<file path="config.mk">
export PLATFORM = sky130hd
export DESIGN_NAME = flash_cmd_decoder
export DESIGN_NICKNAME = d
export VERILOG_FILES = /design/src/rtl/fcd_pkg.sv /design/src/rtl/fcd_match.sv /design/src/rtl/fcd_fsm.sv /design/src/rtl/fcd_outreg.sv /design/src/rtl/flash_cmd_decoder.sv
export SDC_FILE = /design/constraint.sdc
export NUM_CORES = 1
export LEC_CHECK = 0
export ABC_CLOCK_PERIOD_IN_PS = 2510
export CAP_MARGIN = 20
export CORE_ASPECT_RATIO = 0.75
export CORE_MARGIN = 2
export CORE_UTILIZATION = 55
export DETAILED_ROUTE_END_ITERATION = 16
export DONT_BUFFER_PORTS = 1
export GPL_TIMING_DRIVEN = 0
export HOLD_SLACK_MARGIN = 0.08
export PLACE_DENSITY = 0.73
export SYNTH_ARGS = -nofsm -noshare
export SYNTH_HDL_FRONTEND = slang
export SYNTH_SLANG_ARGS = --single-unit
</file>
<file path="constraint.sdc">
create_clock -name clk -period 2.51 [get_ports clk]
set_input_delay 0 -clock clk [delete_from_list [all_inputs] [get_ports clk]]
set_output_delay 0 -clock clk [all_outputs]
set_load 0.005 [all_outputs]
</file>
<file path="src/rtl/fcd_pkg.sv">
package fcd_pkg;

  localparam logic [7:0] BYTE_KEY1   = 8'hAA;
  localparam logic [7:0] BYTE_KEY2   = 8'h55;
  localparam logic [7:0] BYTE_PROG   = 8'hA0;
  localparam logic [7:0] BYTE_ERASE  = 8'h80;
  localparam logic [7:0] BYTE_IDENT  = 8'h90;
  localparam logic [7:0] BYTE_SECURE = 8'h88;
  localparam logic [7:0] BYTE_BYPASS = 8'h20;
  localparam logic [7:0] BYTE_CHIP   = 8'h10;
  localparam logic [7:0] BYTE_SECT   = 8'h30;
  localparam logic [7:0] BYTE_SUSP   = 8'hB0;
  localparam logic [7:0] BYTE_QUERY  = 8'h98;
  localparam logic [7:0] BYTE_RESET  = 8'hF0;
  localparam logic [7:0] BYTE_ZERO   = 8'h00;

  typedef enum logic [3:0] {
    K_NONE       = 4'd0,
    K_PROGRAM    = 4'd1,
    K_CHIP_ERASE = 4'd2,
    K_SECT_ERASE = 4'd3,
    K_IDENT      = 4'd4,
    K_QUERY      = 4'd5,
    K_SUSPEND    = 4'd6,
    K_RESUME     = 4'd7,
    K_RESET      = 4'd8,
    K_SEC_ENTER  = 4'd9,
    K_SEC_EXIT   = 4'd10,
    K_BYP_ENTER  = 4'd11,
    K_BYP_EXIT   = 4'd12
  } kind_t;

  typedef enum logic [3:0] {
    S_IDLE, S_KEY1, S_KEY2, S_PROG,
    S_ER1, S_ER2, S_ER3,
    S_BYP, S_BYP_PROG, S_BYP_ERASE, S_BYP_EXIT,
    S_SEC_EXIT, S_ERR
  } state_t;

endpackage

</file>
<file path="src/rtl/fcd_match.sv">
module fcd_match #(
  parameter int ADDR_W = 11,
  parameter logic [ADDR_W-1:0] KEY_ADDR_A = 11'h555,
  parameter logic [ADDR_W-1:0] KEY_ADDR_B = 11'h2AA
) (
  input  logic [ADDR_W-1:0] addr,
  input  logic [7:0]        low_byte,
  output logic [7:0]        code,
  output logic              at_a,
  output logic              at_b
);
  assign code = low_byte;
  assign at_a = (addr == KEY_ADDR_A);
  assign at_b = (addr == KEY_ADDR_B);
endmodule

</file>
<file path="src/rtl/fcd_fsm.sv">
module fcd_fsm
  import fcd_pkg::*;
(
  input  logic       clk,
  input  logic       rst,
  input  logic       wr_en,
  input  logic [7:0] code,
  input  logic       at_a,
  input  logic       at_b,
  output kind_t      emit_kind,
  output logic       in_bypass,
  output logic       in_secure,
  output logic       in_error
);
  state_t st, nxt;
  logic   sec_q, sec_n;
  logic   data_slot;

  assign data_slot = (st == S_PROG) || (st == S_BYP_PROG);

  always_comb begin
    nxt       = st;
    sec_n     = sec_q;
    emit_kind = K_NONE;
    if (wr_en) begin
      if (code == BYTE_RESET && !data_slot) begin
        emit_kind = K_RESET;
        nxt       = S_IDLE;
        sec_n     = 1'b0;
      end else begin
        unique case (st)
          S_IDLE: begin
            if (code == BYTE_SUSP)                   emit_kind = K_SUSPEND;
            else if (code == BYTE_SECT)              emit_kind = K_RESUME;
            else if (code == BYTE_QUERY && at_a)     emit_kind = K_QUERY;
            else if (code == BYTE_KEY1 && at_a)      nxt = S_KEY1;
            else                                     nxt = S_ERR;
          end
          S_KEY1: nxt = (code == BYTE_KEY2 && at_b) ? S_KEY2 : S_ERR;
          S_KEY2: begin
            nxt = S_ERR;
            if (at_a) begin
              if (code == BYTE_PROG)        nxt = S_PROG;
              else if (code == BYTE_ERASE)  nxt = S_ER1;
              else if (code == BYTE_IDENT) begin
                if (sec_q) nxt = S_SEC_EXIT;
                else begin nxt = S_IDLE; emit_kind = K_IDENT; end
              end else if (code == BYTE_SECURE) begin
                nxt = S_IDLE; sec_n = 1'b1; emit_kind = K_SEC_ENTER;
              end else if (code == BYTE_BYPASS) begin
                nxt = S_BYP; emit_kind = K_BYP_ENTER;
              end
            end
          end
          S_PROG: begin nxt = S_IDLE; emit_kind = K_PROGRAM; end
          S_ER1: nxt = (code == BYTE_KEY1 && at_a) ? S_ER2 : S_ERR;
          S_ER2: nxt = (code == BYTE_KEY2 && at_b) ? S_ER3 : S_ERR;
          S_ER3: begin
            nxt = S_IDLE;
            if (code == BYTE_CHIP && at_a)  emit_kind = K_CHIP_ERASE;
            else if (code == BYTE_SECT)     emit_kind = K_SECT_ERASE;
            else                            nxt = S_ERR;
          end
          S_BYP: begin
            if (code == BYTE_PROG)        nxt = S_BYP_PROG;
            else if (code == BYTE_ERASE)  nxt = S_BYP_ERASE;
            else if (code == BYTE_IDENT)  nxt = S_BYP_EXIT;
            else                          nxt = S_ERR;
          end
          S_BYP_PROG: begin nxt = S_BYP; emit_kind = K_PROGRAM; end
          S_BYP_ERASE: begin
            nxt = S_BYP;
            if (code == BYTE_CHIP)       emit_kind = K_CHIP_ERASE;
            else if (code == BYTE_SECT)  emit_kind = K_SECT_ERASE;
            else                         nxt = S_ERR;
          end
          S_BYP_EXIT: begin
            if (code == BYTE_ZERO) begin nxt = S_IDLE; emit_kind = K_BYP_EXIT; end
            else nxt = S_ERR;
          end
          S_SEC_EXIT: begin
            if (code == BYTE_ZERO) begin
              nxt = S_IDLE; sec_n = 1'b0; emit_kind = K_SEC_EXIT;
            end else nxt = S_ERR;
          end
          default: nxt = S_ERR;
        endcase
        if (nxt == S_ERR) sec_n = 1'b0;
      end
    end
  end

  always_ff @(posedge clk) begin
    if (rst) begin
      st    <= S_IDLE;
      sec_q <= 1'b0;
    end else begin
      st    <= nxt;
      sec_q <= sec_n;
    end
  end

  assign in_bypass = (st == S_BYP) || (st == S_BYP_PROG) ||
                     (st == S_BYP_ERASE) || (st == S_BYP_EXIT);
  assign in_secure = sec_q;
  assign in_error  = (st == S_ERR);
endmodule

</file>
<file path="src/rtl/fcd_outreg.sv">
module fcd_outreg
  import fcd_pkg::*;
#(
  parameter int ADDR_W = 11,
  parameter int DATA_W = 16
) (
  input  logic              clk,
  input  logic              rst,
  input  kind_t             emit_kind,
  input  logic [ADDR_W-1:0] wr_addr,
  input  logic [DATA_W-1:0] wr_data,
  output logic              cmd_valid,
  output logic [3:0]        cmd_kind,
  output logic [ADDR_W-1:0] cmd_addr,
  output logic [DATA_W-1:0] cmd_data
);
  always_ff @(posedge clk) begin
    if (rst) begin
      cmd_valid <= 1'b0;
      cmd_kind  <= '0;
      cmd_addr  <= '0;
      cmd_data  <= '0;
    end else begin
      cmd_valid <= (emit_kind != K_NONE);
      cmd_kind  <= emit_kind;
      if (emit_kind != K_NONE) begin
        cmd_addr <= wr_addr;
        cmd_data <= wr_data;
      end
    end
  end
endmodule

</file>
<file path="src/rtl/flash_cmd_decoder.sv">
module flash_cmd_decoder
  import fcd_pkg::*;
#(
  parameter int ADDR_W = 11,
  parameter int DATA_W = 16,
  parameter logic [ADDR_W-1:0] KEY_ADDR_A = 11'h555,
  parameter logic [ADDR_W-1:0] KEY_ADDR_B = 11'h2AA
) (
  input  logic              clk,
  input  logic              rst,
  input  logic              wr_en,
  input  logic [ADDR_W-1:0] wr_addr,
  input  logic [DATA_W-1:0] wr_data,
  output logic              cmd_valid,
  output logic [3:0]        cmd_kind,
  output logic [ADDR_W-1:0] cmd_addr,
  output logic [DATA_W-1:0] cmd_data,
  output logic              in_bypass,
  output logic              in_secure,
  output logic              in_error
);
  logic [7:0] code;
  logic       at_a, at_b;
  kind_t      emit_kind;

  fcd_match #(.ADDR_W(ADDR_W), .KEY_ADDR_A(KEY_ADDR_A), .KEY_ADDR_B(KEY_ADDR_B)) match_i (
    .addr(wr_addr), .low_byte(wr_data[7:0]), .code(code), .at_a(at_a), .at_b(at_b)
  );

  fcd_fsm fsm_i (
    .clk(clk), .rst(rst), .wr_en(wr_en), .code(code), .at_a(at_a), .at_b(at_b),
    .emit_kind(emit_kind), .in_bypass(in_bypass), .in_secure(in_secure),
    .in_error(in_error)
  );

  fcd_outreg #(.ADDR_W(ADDR_W), .DATA_W(DATA_W)) out_i (
    .clk(clk), .rst(rst), .emit_kind(emit_kind), .wr_addr(wr_addr), .wr_data(wr_data),
    .cmd_valid(cmd_valid), .cmd_kind(cmd_kind), .cmd_addr(cmd_addr), .cmd_data(cmd_data)
  );
endmodule

</file>
==> After elaboration in Yosys (flattened, before gate mapping) <==
Cells that the tools add are included.
{ "totals": {"elab_cells": 109, "register_bits": 37, "inputBits": 30, "out_inout_bits": 35} }
{ "op_classes": {"n_reduce_logical": 17, "n_eq_ne": 33, "n_mux": 53} }
{ "ops": {"columns": ["op", "count"], "rows": [
  ["4-bit 2-to-1 mux", 37],
  ["8-bit equality test (second input constant)", 8],
  ["4-bit case mux with 11 select lines", 1],
  ["4-bit case mux with 7 select lines", 1],
  ["4-bit equality test (second input constant)", 6],
  ["4-bit by 3-bit equality test with 1-bit output (second input constant)", 4],
  ["8-bit by 6-bit equality test with 1-bit output (second input constant)", 2],
  ["4-bit by 1-bit inequality test with 1-bit output (second input constant)", 3],
  ["4-bit by 3-bit inequality test with 1-bit output (second input constant)", 3],
  ["11-bit by 10-bit equality test with 1-bit output (second input constant)", 1],
  ["11-bit equality test (second input constant)", 1],
  ["3-bit 2-to-1 mux", 3],
  ["4-bit by 2-bit equality test with 1-bit output (second input constant)", 2],
  ["8-bit by 5-bit equality test with 1-bit output (second input constant)", 1],
  ["8-bit by 7-bit equality test with 1-bit output (second input constant)", 1],
  ["8-bit zero test", 1],
  ["1-bit 2-to-1 mux", 8],
  ["8-bit AND reduction", 1],
  ["4-bit nonzero test", 2],
  ["1-bit logical AND", 5],
  ["4-bit by 1-bit equality test with 1-bit output (second input constant)", 1],
  ["4-bit zero test", 1],
  ["1-bit logical OR", 4],
  ["2-bit 2-to-1 mux", 2],
  ["3 further kinds", 4]
]} }

==> Depth between registers and ports, before layout <==
Gate-level depths: netlist of run 1.
{ "depth": {"depth_word": 13, "ltp_mapped": 10, "depth_no_buf": 7} }

==> Hierarchy <==
A second synthesis of run 1 with hierarchy kept.
{ "hier_totals": {"hier_cells": 292, "hier_area_um2": 2494.9} }
{ "by_module_without_submodules": {"columns": ["mod", "seq_area_each_um2", "area_each_um2", "instances", "cells_per_inst"], "rows": [
  ["fcd_outreg", 640.6, 1366.3, 1, 128],
  ["fcd_fsm", 100.1, 1001.0, 1, 148],
  ["fcd_match", 0.0, 127.6, 1, 16]
]} }

==> Worst setup path after synthesis of run 1 <==
No wires, ideal clock.
{ "synth_timing": {"path_kind": "flip-flop to flip-flop", "from": "reg fsm_i.st[3]", "to": "reg out_i.cmd_data[10]", "required_time_ps": 2390, "slack_ps": 161, "arrival_ps": 2229, "setup_ps": 120, "path_stages_with_launch": 11, "path_cell_list": "dfxtp_1 buf_2 nor4b_2 nand4_1 or4_1 o211ai_1 nand2_1 and4bb_1 buf_6 buf_6 mux2i_1"} }
{ "synth_via": {"elab_chain_len": 7} }
{ "synth_lines": {"columns": ["element", "line_no", "rtl"], "rows": [
  ["from (decl)", "fcd_fsm.sv:15", "state_t st, nxt;"],
  ["from (signal assigned)", "fcd_fsm.sv:98", "st <= nxt;"],
  ["branches (longest 4 deep; another with 4-bit case mux with 7 select lines)", null, null],
  ["4-bit 2-to-1 mux *", "fcd_fsm.sv:26", "if (code == BYTE_RESET && !data_slot) begin"],
  ["4-bit 2-to-1 mux *", "fcd_fsm.sv:25", "if (wr_en) begin"],
  ["4-bit nonzero test *", "fcd_outreg.sv:26", "if (emit_kind != K_NONE) begin"],
  ["to (signal assigned)", "fcd_outreg.sv:28", "cmd_data <= wr_data;"],
  ["to (decl)", "fcd_outreg.sv:15", "output logic [DATA_W-1:0] cmd_data"]
]} }
Every way passes the cells marked *.
A chain may end at the register's enable or synchronous reset.

==> Worst setup path after layout of run 1 <==
{ "layout_timing": {"from": "reg fsm_i.st[3]", "to": "reg out_i.cmd_data[1]"} }
The elaborated chain is that of the path after synthesis.

==> key figures, run 1 <==
Drt
  – DR WL/cell: 19.4 um
  – Vias per cell: 6.53
  – 1st-iter DRT viols: 312
  – Drt first pass iters: 7
  – Routed Antenna Nets: 0
  – Routed vias: 2483
  – Routed wire length: 7370 um
  – DRC viols: 0

Floorplanning
  – Die Y-Extent: 59.6 um
  – Die width: 78.1 um
  – # IOs: 65
  – Area of the core: 4000 um2
  – FP Rows: 20
  – Die area: 4650 um2
  – Initial Util: 0.565

Timing
  – Final count of hold timing violations: 0
  – Slew @ Worst Pin: 0.693 ns
  – Final-report max-slew violation count: 0
  – Setup Skew: 0.00858 ns
  – Final Critical Period: 2.53 ns
  – RSZ-0062 raised after global routing: true
  – Max Freq: 395 MHz
  – Fin crit share: 1.01
  – Final setup fails: 1
  – Max-slew headroom: 0.534
  – Min Hold Slack: 0.123 ns
  – Final worst slack: -0.0246 ns
  – Setup TNS: -0.0246 ns

Power
  – VDD IR max: 0.000453 V
  – Pwr Density: 536 nW/um2
  – Pleak: 1.14 nW

Finish
  – Commonest non-fill, non-tap cell in the layout: nand2_1
  – Share of post-route cells with drive strength above 1: 0.117
  – Finished Cell Area: 2840 um2
  – Final nets: 354
  – Multi-input gate area: 1450 um2
  – Register area: 751 um2
  – # diodes: 0
  – Post-Layout Cell Count: 380
  – Most frequent cells in the layout: 65 x nand2_1, 33 x dfxtp_1, 26 x mux2i_1, 23 x nor2_1, 22 x dlygate4sd3_1
  – Number of fill cells: 300
  – Final Core Density: 0.708
  – Area Overhead vs Synth: 25.3%

Clock tree
  – Later-pin clock latency in the skew report: 0.29 ns
  – Clock sinks: 37
  – Root buf cell: clkbuf_8
  – CTS tree: built
  – CTS Buffer Depth: 2
  – Num CTS Buffers: 5
  – CTS H-Tree Depth: 2
  – Clock slew at reported path FFs: 0.07 ns

Setup path
  – Crit path required time: 2.68 ns
  – Max Fanout on Critical Path: 8
  – CP arrival: 2.71 ns
  – Crit path launch type: register
  – Setup CP Type: reg2reg
  – Critical path endpoint category: register

Yosys
  – Synth warnings: 0
  – Seq cells post-synth: 37
  – Top cell type by total area after synthesis: dfxtp_1
  – Top cells by area, synth: dfxtp_1 33%, mux2i_1 12%, nand2_1 11%, nor2_1 3.8%, clkbuf_1 2.8%
  – Share of the synthesized area in the top cell type: 0.327
  – Avg Cell Area, Syn: 7.80 um2
  – Syn Std Cell Area: 2260 um2
  – Cells after Synth: 290
  – FFs w/ async S/R, synth: 0
  – Sequential share of the synthesized area: 0.327
  – Main flop type after synthesis: dfxtp_1
  – EDFF count, synth: 0
  – Netlist cell types: 52
  – Syn_nets: 320

Placed design
  – DP Cell Count: 345
  – Placer Congestion: 0.946
  – Placed instance area: 2330 um2
  – IO buf count: 0
  – DP HPWL: 4960 um

Global route
  – Global-route wire length before repair: 11300 um
  – Largest net degree at the start of global routing: 12
  – GRT overflow: 0
  – Initial antenna violation count: 0
  – Global Route Usage Sum: 0.315
  – Number of global-route vias before repair: 2271

Run status
  – Failing checks: setup timing
  – Status: finished, violations left

Min path
  – Hold Path Class: in2reg

Run
  – Max-Cap Viols: 0
worst paths after layout:
path | start | endpoint | slack (ns) | depth (start not counted)
setup reg to reg | fsm_i.st[3] | out_i.cmd_data[1] | -0.02 | 8
hold / removal | wr_data[0] | out_i.cmd_kind[3] | 0.12 | 5
hold reg to reg | out_i.cmd_addr[2] | out_i.cmd_addr[2] | 0.49 | 2
setup / recovery | fsm_i.st[3] | out_i.cmd_data[1] | -0.02 | 8
layer usage:
| layer | share of wire | track usage |
|---|---|---|
| met3 | 0.13 | 0.143 |
| met2 | 0.44 | 0.469 |
| met4 | 0.016 | 0.0752 |
| met5 | 0 | 0 |
| met1 | 0.41 | 0.419 |
synthesized netlist by cell type, types with 2 or more instances:
cell,n
nand3_1,8
buf_6,4
clkbuf_1,17
inv_1,6
a21oi_1,11
nand4_1,6
nor3_1,7
or4_1,5
o32ai_1,3
o211ai_1,4
nor4_1,4
nand2_1,65
a31oi_1,3
nand3b_1,5
or3_1,2
nand2b_1,5
a211o_1,2
o21ai_0,8
and2_1,3
nor2_1,23
mux2i_1,27
nor2b_1,4
dfxtp_1,37
and4bb_1,3
critical path, cell delays in order (launching register included):
cell      delay [ns]
dfxtp_4         0.39
nor4b_4         0.32
nand4_1         0.23
or4_1           0.57
a31oi_2         0.19
and4bb_1        0.25
buf_6           0.15
buf_12          0.14
mux2i_4         0.18
metrics by stage:
stage	total power (W)	setup slack [ns]
after floorplan	0.000852	0.161
after global placement	0.000912	-0.308
after detailed placement	0.000911	-0.285
after CTS	0.00150	0.00304
after global routing	0.00159	-0.0900
final	0.00152	-0.0246
area by class of cell:
| type | count | share of cell area |
|---|---|---|
| well taps | 55 | 0.0243 |
| plain buffers | 21 | 0.0468 |
| repair buffers | 28 | 0.104 |
| clock inverters | 1 | 0.0106 |
| multi-input cells | 225 | 0.511 |
| flip-flops and latches | 37 | 0.265 |
| clock buffers | 7 | 0.0304 |
| inverters | 6 | 0.00794 |
power breakdown:
part / switching, W / internal [W]
clock: 0.000212 / 0.000324
sequential: 0.0000330 / 0.000617
combinational: 0.000183 / 0.000149
total: 0.000429 / 0.00109
kinds of logic (layout without fill, tap and decap cells):
family | after synthesis | in the layout | share of synthesized area
muxes | 27 | 27 | 0.119
AOI/OAI and AO/OA | 47 | 47 | 0.148
and+or+nand+nor | 151 | 151 | 0.345
DFF | 37 | 37 | 0.327
buffers and inverters | 28 | 63 | 0.0602
registers in the layout, summed over array words and instances, names as in the netlist:
signal,count
out_i.cmd_data,16
out_i.cmd_addr,11
fsm_i.st,4
out_i.cmd_kind,4
fsm_i.in_secure,1
out_i.cmd_valid,1
timing repair:
| action | CTS | global route |
|---|---|---|
| endpoints found under the hold margin | 22 | 0 |
| setup endpoints to repair | 28 | 28 |
| pin swaps | 4 | 5 |
| gates resized for setup | 11 | 16 |
| hold buffers | 22 | 0 |
| cloned | 0 | 1 |
| buffers inserted | 4 | 1 |
No activity file was read; power rests on OpenSTA's default activity.
==> run 2, diff against run 1 <==
--- a/config.mk
+++ b/config.mk
@@ -10,6 +10,7 @@
 export CORE_ASPECT_RATIO = 0.75
 export CORE_MARGIN = 2
 export CORE_UTILIZATION = 55
+export CTS_BUF_LIST = sky130_fd_sc_hd__clkbuf_16
 export DETAILED_ROUTE_END_ITERATION = 16
 export DONT_BUFFER_PORTS = 1
 export GPL_TIMING_DRIVEN = 0
==> run 2 against run 1 <==
- the run still ends with setup timing left
- global-route usage rose by 0.21 points
- first-iteration DRC count grew 48%
- die area unchanged
- combinational power up 6%
- sequential power fell by 0.8%
- clock power grew 30%
- cell count grew 1.6%
- worst hold slack got worse by 0.0051 ns
- clock-buffer cell count shrank 2
- total power is 11% higher
- flip-flop and latch count stayed put
- critical endpoint is now out_i.cmd_addr[10]
==> key figures, run 2 (synthesized netlist as in run 1, its figures left out) <==
Power
  – VDD IR max: 0.000420 V (-7.3%)
  – Pleak: 1.20 nW (+5.3%)
  – Pwr Density: 578 nW/um2 (+7.9%)
  – Pwr Total: 0.00169 W (+11%)

Setup path
  – Slowest-stage cell, CP: or3_4
  – Buffers and inverters on the worst path: 4 (+2)
  – CP max stage delay: 0.38 ns (-0.19 ns)
  – Crit path max-delay family: simple AND/OR/NAND/NOR gates
  – Worst-path cell chain: buf_6 > nor4b_4 > nand4_1 > buf_4 > or3_4 > a31o_1 > and4bb_1 > buf_6 > buf_12 > mux2i_1
  – Critical path endpoint category: register
  – Crit path launch type: register
  – CP dominant cell by count: buf_6
  – CP arrival: 2.73 ns (+0.02 ns)
  – Setup CP Type: reg2reg
  – Crit path required time: 2.71 ns (+0.03 ns)
  – Max Fanout on Critical Path: 8 (unchanged)

Drt
  – Drt first pass iters: 6 (-1)
  – Routed Antenna Nets: 0 (unchanged)
  – DR WL/cell: 20.0 um (+3.1%)
  – Routed vias: 2528 (+1.8%)
  – Routed length on met1: 3070 um (+1.2%)
  – Routed wl met2: 3330 um (+3.4%)
  – Top sig layer: met4
  – DRC viols: 0 (unchanged)
  – Detail Route met3 WL: 1040 um (+5.0%)
  – Vias per cell: 6.55 (+0.23%)
  – Routed wire length: 7720 um (+4.7%)
  – 1st-iter DRT viols: 463 (+48%)

Floorplanning
  – # IOs: 65 (unchanged)
  – Die width: 78.1 um (unchanged)
  – FP Rows: 20 (unchanged)
  – Initial Util: 0.565 (unchanged)
  – Die area: 4650 um2 (unchanged)
  – Area of the core: 4000 um2 (unchanged)
  – Die Y-Extent: 59.6 um (unchanged)

Clock tree
  – Later-pin clock latency in the skew report: 0.28 ns (about the same)
  – Clock sinks: 37 (unchanged)
  – Num CTS Buffers: 5 (unchanged)
  – Root buf cell: clkbuf_16
  – CTS H-Tree Depth: 2 (unchanged)
  – CTS tree: built
  – Clock slew at reported path FFs: 0.06 ns (about the same)
  – CTS Buffer Depth: 2 (unchanged)

Finish
  – Number of fill cells: 277 (-7.7%)
  – # diodes: 0 (unchanged)
  – Commonest non-fill, non-tap cell in the layout: nand2_1
  – Multi-input gate area: 1450 um2 (-0.17%)
  – Post-Layout Cell Count: 386 (+1.6%)
  – Max reg flops: 16 (unchanged)
  – Largest Register: out_i.cmd_data
  – Top Registers: out_i.cmd_data (16), out_i.cmd_addr (11)
  – Share of post-route cells with drive strength above 1: 0.130 (+0.0130)
  – Finished Cell Area: 2930 um2 (+3.3%)
  – Area Overhead vs Synth: 29.5%
  – Final nets: 360 (+1.7%)
  – Register area: 746 um2 (-0.67%)
  – Most frequent cells in the layout: 65 x nand2_1, 33 x dfxtp_1, 27 x mux2i_1, 23 x nor2_1, 22 x dlygate4sd3_1

Timing
  – Final worst slack: -0.0169 ns (+0.00768 ns)
  – RSZ-0062 raised after global routing: true
  – Min Hold Slack: 0.117 ns (-0.00512 ns)
  – Fin crit share: 1.01 (-0.00306)
  – Final setup fails: 9 (+8)
  – Max-slew headroom: 0.533 (-0.000543)
  – Slew @ Worst Pin: 0.694 ns (+0.000808 ns)
  – Setup Skew: 0.00714 ns (-0.00145 ns)
  – Max Freq: 396 MHz (+0.30%)
  – Final count of hold timing violations: 0 (unchanged)
  – Final-report max-slew violation count: 0 (unchanged)
  – Final Critical Period: 2.53 ns (-0.00768 ns)

Placed design
  – DP HPWL: 4960 um (unchanged)
  – IO buf count: 0 (unchanged)
  – DP Cell Count: 345 (unchanged)
  – Placed instance area: 2330 um2 (unchanged)
  – Placer Congestion: 0.946 (unchanged)

Global route
  – Global Route Usage Sum: 0.317 (+0.00211)
  – Initial antenna violation count: 0 (unchanged)
  – Number of global-route vias before repair: 2265 (-0.26%)
  – Largest net degree at the start of global routing: 12 (unchanged)
  – Global-route wire length before repair: 11300 um (+0.43%)
  – GRT overflow: 0 (unchanged)

Min path
  – Hold Path Class: in2reg

Run status
  – Status: finished, violations left
  – Failing checks: setup timing

Run
  – Max-Cap Viols: 0 (unchanged)
run 2: changes by cell type in the layout (fill, tap and decap cells not counted), sizes merged:
cell / previous run / this run
buf: 10 / 15
clkbuf: 24 / 23
clkinv: 0 / 1
inv: 6 / 7
run 2: cell type report:
type | instances | area share
clock buffer | 5 | 0.0427
timing repair buffer | 33 | 0.117
sequential | 37 | 0.254
tap | 55 | 0.0235
buffer | 22 | 0.0482
inverter | 6 | 0.00769
clock inverter | 3 | 0.0128
multi-input combinational | 225 | 0.494
run 2: worst paths after layout:
path / from / end / slack, ns / cells past startpoint
worst max-delay path: fsm_i.st[3] / out_i.cmd_addr[10] / -0.02 / 10
worst min-delay path: wr_data[0] / out_i.cmd_kind[3] / 0.12 / 5
worst min register to register: out_i.cmd_data[14] / out_i.cmd_data[14] / 0.48 / 2
worst max register to register: fsm_i.st[3] / out_i.cmd_addr[10] / -0.02 / 10
run 2: stage by stage:
stage               setup WS (ns)  setup TNS, ns   util
global route              -0.0952          -1.32  0.732
global placement           -0.308          -7.04  0.583
detailed placement         -0.285          -6.20  0.583
floorplan                   0.161              0      -
finish                    -0.0169        -0.0503  0.732
CTS                      0.000369              0  0.700
run 2: where the power goes:
part / total, W / switching [W] / internal [W]
clock network: 0.000696 / 0.000235 / 0.000461
logic: 0.000352 / 0.000194 / 0.000157
registers: 0.000645 / 0.0000275 / 0.000617
total: 0.00169 / 0.000457 / 0.00124
run 2: tightest hold or removal path, cell delays in order:
cell	delay, ns
nor2_1	0.02
nand4_1	0.09
o211ai_1	0.09
nand2_1	0.09
nor2_1	0.05
run 2: per-layer routing:
metal	vias to the layer above	track usage
met5	-	0
met4	0	0.0977
met3	40	0.139
met2	202	0.490
met1	1162	0.403
li1	1124	-
run 2: repair_timing:
item                                    CTS  global route
pin swaps                                 4             4
gates resized for setup                  11            14
cloned                                    0             2
buffers inserted                          5             4
hold buffers                             22             0
endpoints found under the setup margin   28            26
endpoints found under the hold margin    22             0
==> run 3, diff against run 2 <==
--- a/config.mk
+++ b/config.mk
@@ -15,7 +15,8 @@
 export DONT_BUFFER_PORTS = 1
 export GPL_TIMING_DRIVEN = 0
 export HOLD_SLACK_MARGIN = 0.08
-export PLACE_DENSITY = 0.73
+export PLACE_DENSITY = 0.76
+export RECOVER_POWER = 100
 export SYNTH_ARGS = -nofsm -noshare
 export SYNTH_HDL_FRONTEND = slang
 export SYNTH_SLANG_ARGS = --single-unit
==> run 3 against run 2 <==
- the run now ends clean
- routed wire length down 9.3%
- largest cell class unchanged
- non-clock buffer count decreased by 7
- largest power group is now registers
- final area down 2.8%
- die area unchanged
- total power shrank 7.4%
- global-route usage down 1.8 points
==> key figures, run 3 (synthesized netlist as in run 1, its figures left out) <==
Run status
  – Status: finished clean

Timing
  – Final count of hold timing violations: 0 (unchanged)
  – Final setup fails: 0 (-9)
  – Final Critical Period: 2.50 ns (-0.0252 ns)
  – Final-report max-slew violation count: 0 (unchanged)
  – RSZ-0062 raised after global routing: true
  – Setup Skew: 0.00318 ns (-0.00396 ns)
  – Max Freq: 400 MHz (+1.0%)
  – Max-slew headroom: 0.572 (+0.0386)
  – Slew @ Worst Pin: 0.637 ns (-0.0574 ns)
  – Fin crit share: 0.997 (-0.0100)

Drt
  – Routed Antenna Nets: 0 (unchanged)
  – Drt first pass iters: 5 (-1)
  – DR WL/cell: 18.5 um (-7.6%)
  – 1st-iter DRT viols: 373 (-19%)
  – Routed vias: 2421 (-4.2%)
  – Routed wire length: 7000 um (-9.3%)
  – Vias per cell: 6.39 (-2.5%)
  – DRC viols: 0 (unchanged)

Finish
  – Finished Cell Area: 2850 um2 (-2.8%)
  – Final nets: 353 (-1.9%)
  – Most frequent cells in the layout: 65 x nand2_1, 33 x dfxtp_1, 27 x mux2i_1, 22 x nor2_1, 22 x dlygate4sd3_1
  – Final Core Density: 0.711 (-0.0206)
  – Commonest non-fill, non-tap cell in the layout: nand2_1
  – # diodes: 0 (unchanged)
  – Share of post-route cells with drive strength above 1: 0.111 (-0.0188)
  – Max reg flops: 16 (unchanged)
  – Area Overhead vs Synth: 25.8%
  – Top Registers: out_i.cmd_data (16), out_i.cmd_addr (11)
  – Largest Register: out_i.cmd_data
  – Number of fill cells: 307 (+11%)

Min path
  – Hold Path Class: in2reg

Global route
  – Routing usage on met1: 0.404 (+0.000923)
  – Global Route Usage Sum: 0.299 (-0.0181)
  – Number of global-route vias before repair: 2195 (-3.1%)
  – GRT overflow: 0 (unchanged)
  – Grt met2 use: 0.448 (-0.0419)
  – Initial antenna violation count: 0 (unchanged)
  – Global-route wire length before repair: 10700 um (-5.7%)
  – Met3 usage: 0.0976 (-0.0412)
  – Busiest grt layer: met2
  – Largest net degree at the start of global routing: 12 (unchanged)

Setup path
  – Setup CP Type: reg2reg
  – Max Fanout on Critical Path: 8 (unchanged)
  – Critical path endpoint category: register
  – Crit path required time: 2.68 ns (-0.03 ns)
  – Crit path launch type: register
  – CP arrival: 2.67 ns (-0.06 ns)

Power
  – Pleak: 1.16 nW (-3.6%)
  – Pwr Density: 551 nW/um2 (-4.7%)
  – VDD IR max: 0.000341 V (-19%)

Floorplanning
  – Initial Util: 0.565 (unchanged)
  – # IOs: 65 (unchanged)
  – FP Rows: 20 (unchanged)
  – Die Y-Extent: 59.6 um (unchanged)
  – Die width: 78.1 um (unchanged)
  – Die area: 4650 um2 (unchanged)
  – Area of the core: 4000 um2 (unchanged)

Clock tree
  – Later-pin clock latency in the skew report: 0.28 ns (about the same)
  – Clock sinks: 37 (unchanged)
  – Num CTS Buffers: 5 (unchanged)
  – CTS H-Tree Depth: 2 (unchanged)
  – Clock slew at reported path FFs: 0.05 ns (about the same)
  – CTS tree: built
  – CTS Buffer Depth: 2 (unchanged)
  – Root buf cell: clkbuf_16

Run
  – Max-Cap Viols: 0 (unchanged)

Placed design
  – Placer Congestion: 0.993 (+4.9%)
  – IO buf count: 0 (unchanged)
  – Placed instance area: 2330 um2 (unchanged)
  – DP HPWL: 4660 um (-6.1%)
[run 3: area by class of cell]
type	count	area, um2	area share
clock buffers	5	125	0.0439
inverters	6	22.5	0.00791
clock inverters	3	13.8	0.00483
multi-input cells	225	1430	0.503
well taps	55	68.8	0.0242
plain buffers	21	133	0.0466
flip-flops and latches	37	748	0.263
repair buffers	27	305	0.107
[run 3: through the flow]
step | hold slack (ns) | power, W | instances | worst slack [ns] | setup TNS (ns)
after floorplan | 0.139 | 0.000852 | 290 | 0.161 | 0
after global placement | 0.140 | 0.000910 | 345 | -0.229 | -4.87
after detailed placement | 0.145 | 0.000910 | 345 | -0.194 | -3.81
after CTS | 0.0806 | 0.00155 | 377 | 0.00627 | 0
after global routing | 0.117 | 0.00163 | 379 | -0.0284 | -0.0481
final | 0.0925 | 0.00157 | 379 | 0.00825 | 0
[run 3: power by group]
group	total, W	switching [W]	leakage, nW	internal, W
logic	0.000325	0.000181	0.779	0.000144
registers	0.000649	0.0000315	0.301	0.000618
clock network	0.000594	0.000234	0.0748	0.000360
total	0.00157	0.000446	1.16	0.00112
[run 3: timing repair]
action,in CTS,in global routing
gates cloned,0,2
endpoints found under the setup margin,28,28
hold buffers,22,0
pin swaps,3,8
resized for setup,9,14
buffers inserted,2,1
hold endpoints to repair,22,0
[run 3: final timing paths]
check                                   startpoint            endpoint  slack [ns]  depth (start not counted)
worst max register to register         fsm_i.st[3]  out_i.cmd_data[12]       0.008                          8
worst max-delay path                   fsm_i.st[3]  out_i.cmd_data[12]       0.008                          8
worst min register to register  out_i.cmd_data[14]  out_i.cmd_data[14]        0.48                          2
worst min-delay path                    wr_data[0]   out_i.cmd_kind[3]        0.09                          5
[run 3: metal layers]
| metal | up-vias | routed length (um) |
|---|---|---|
| met5 | - | 0 |
| met4 | 0 | 142 |
| met3 | 22 | 915 |
| met2 | 185 | 3040 |
| met1 | 1094 | 2900 |
| li1 | 1120 | - |
[run 3: worst max-delay path, cell delays in order (launching register included)]
cell and delay [ns]:
dfxtp_4 0.37, nor4b_4 0.35, nand4_1 0.27, or4_4 0.58, a31oi_2 0.17, and4bb_1 0.22, buf_6 0.15, clkbuf_16 0.16
mux2i_1 0.11
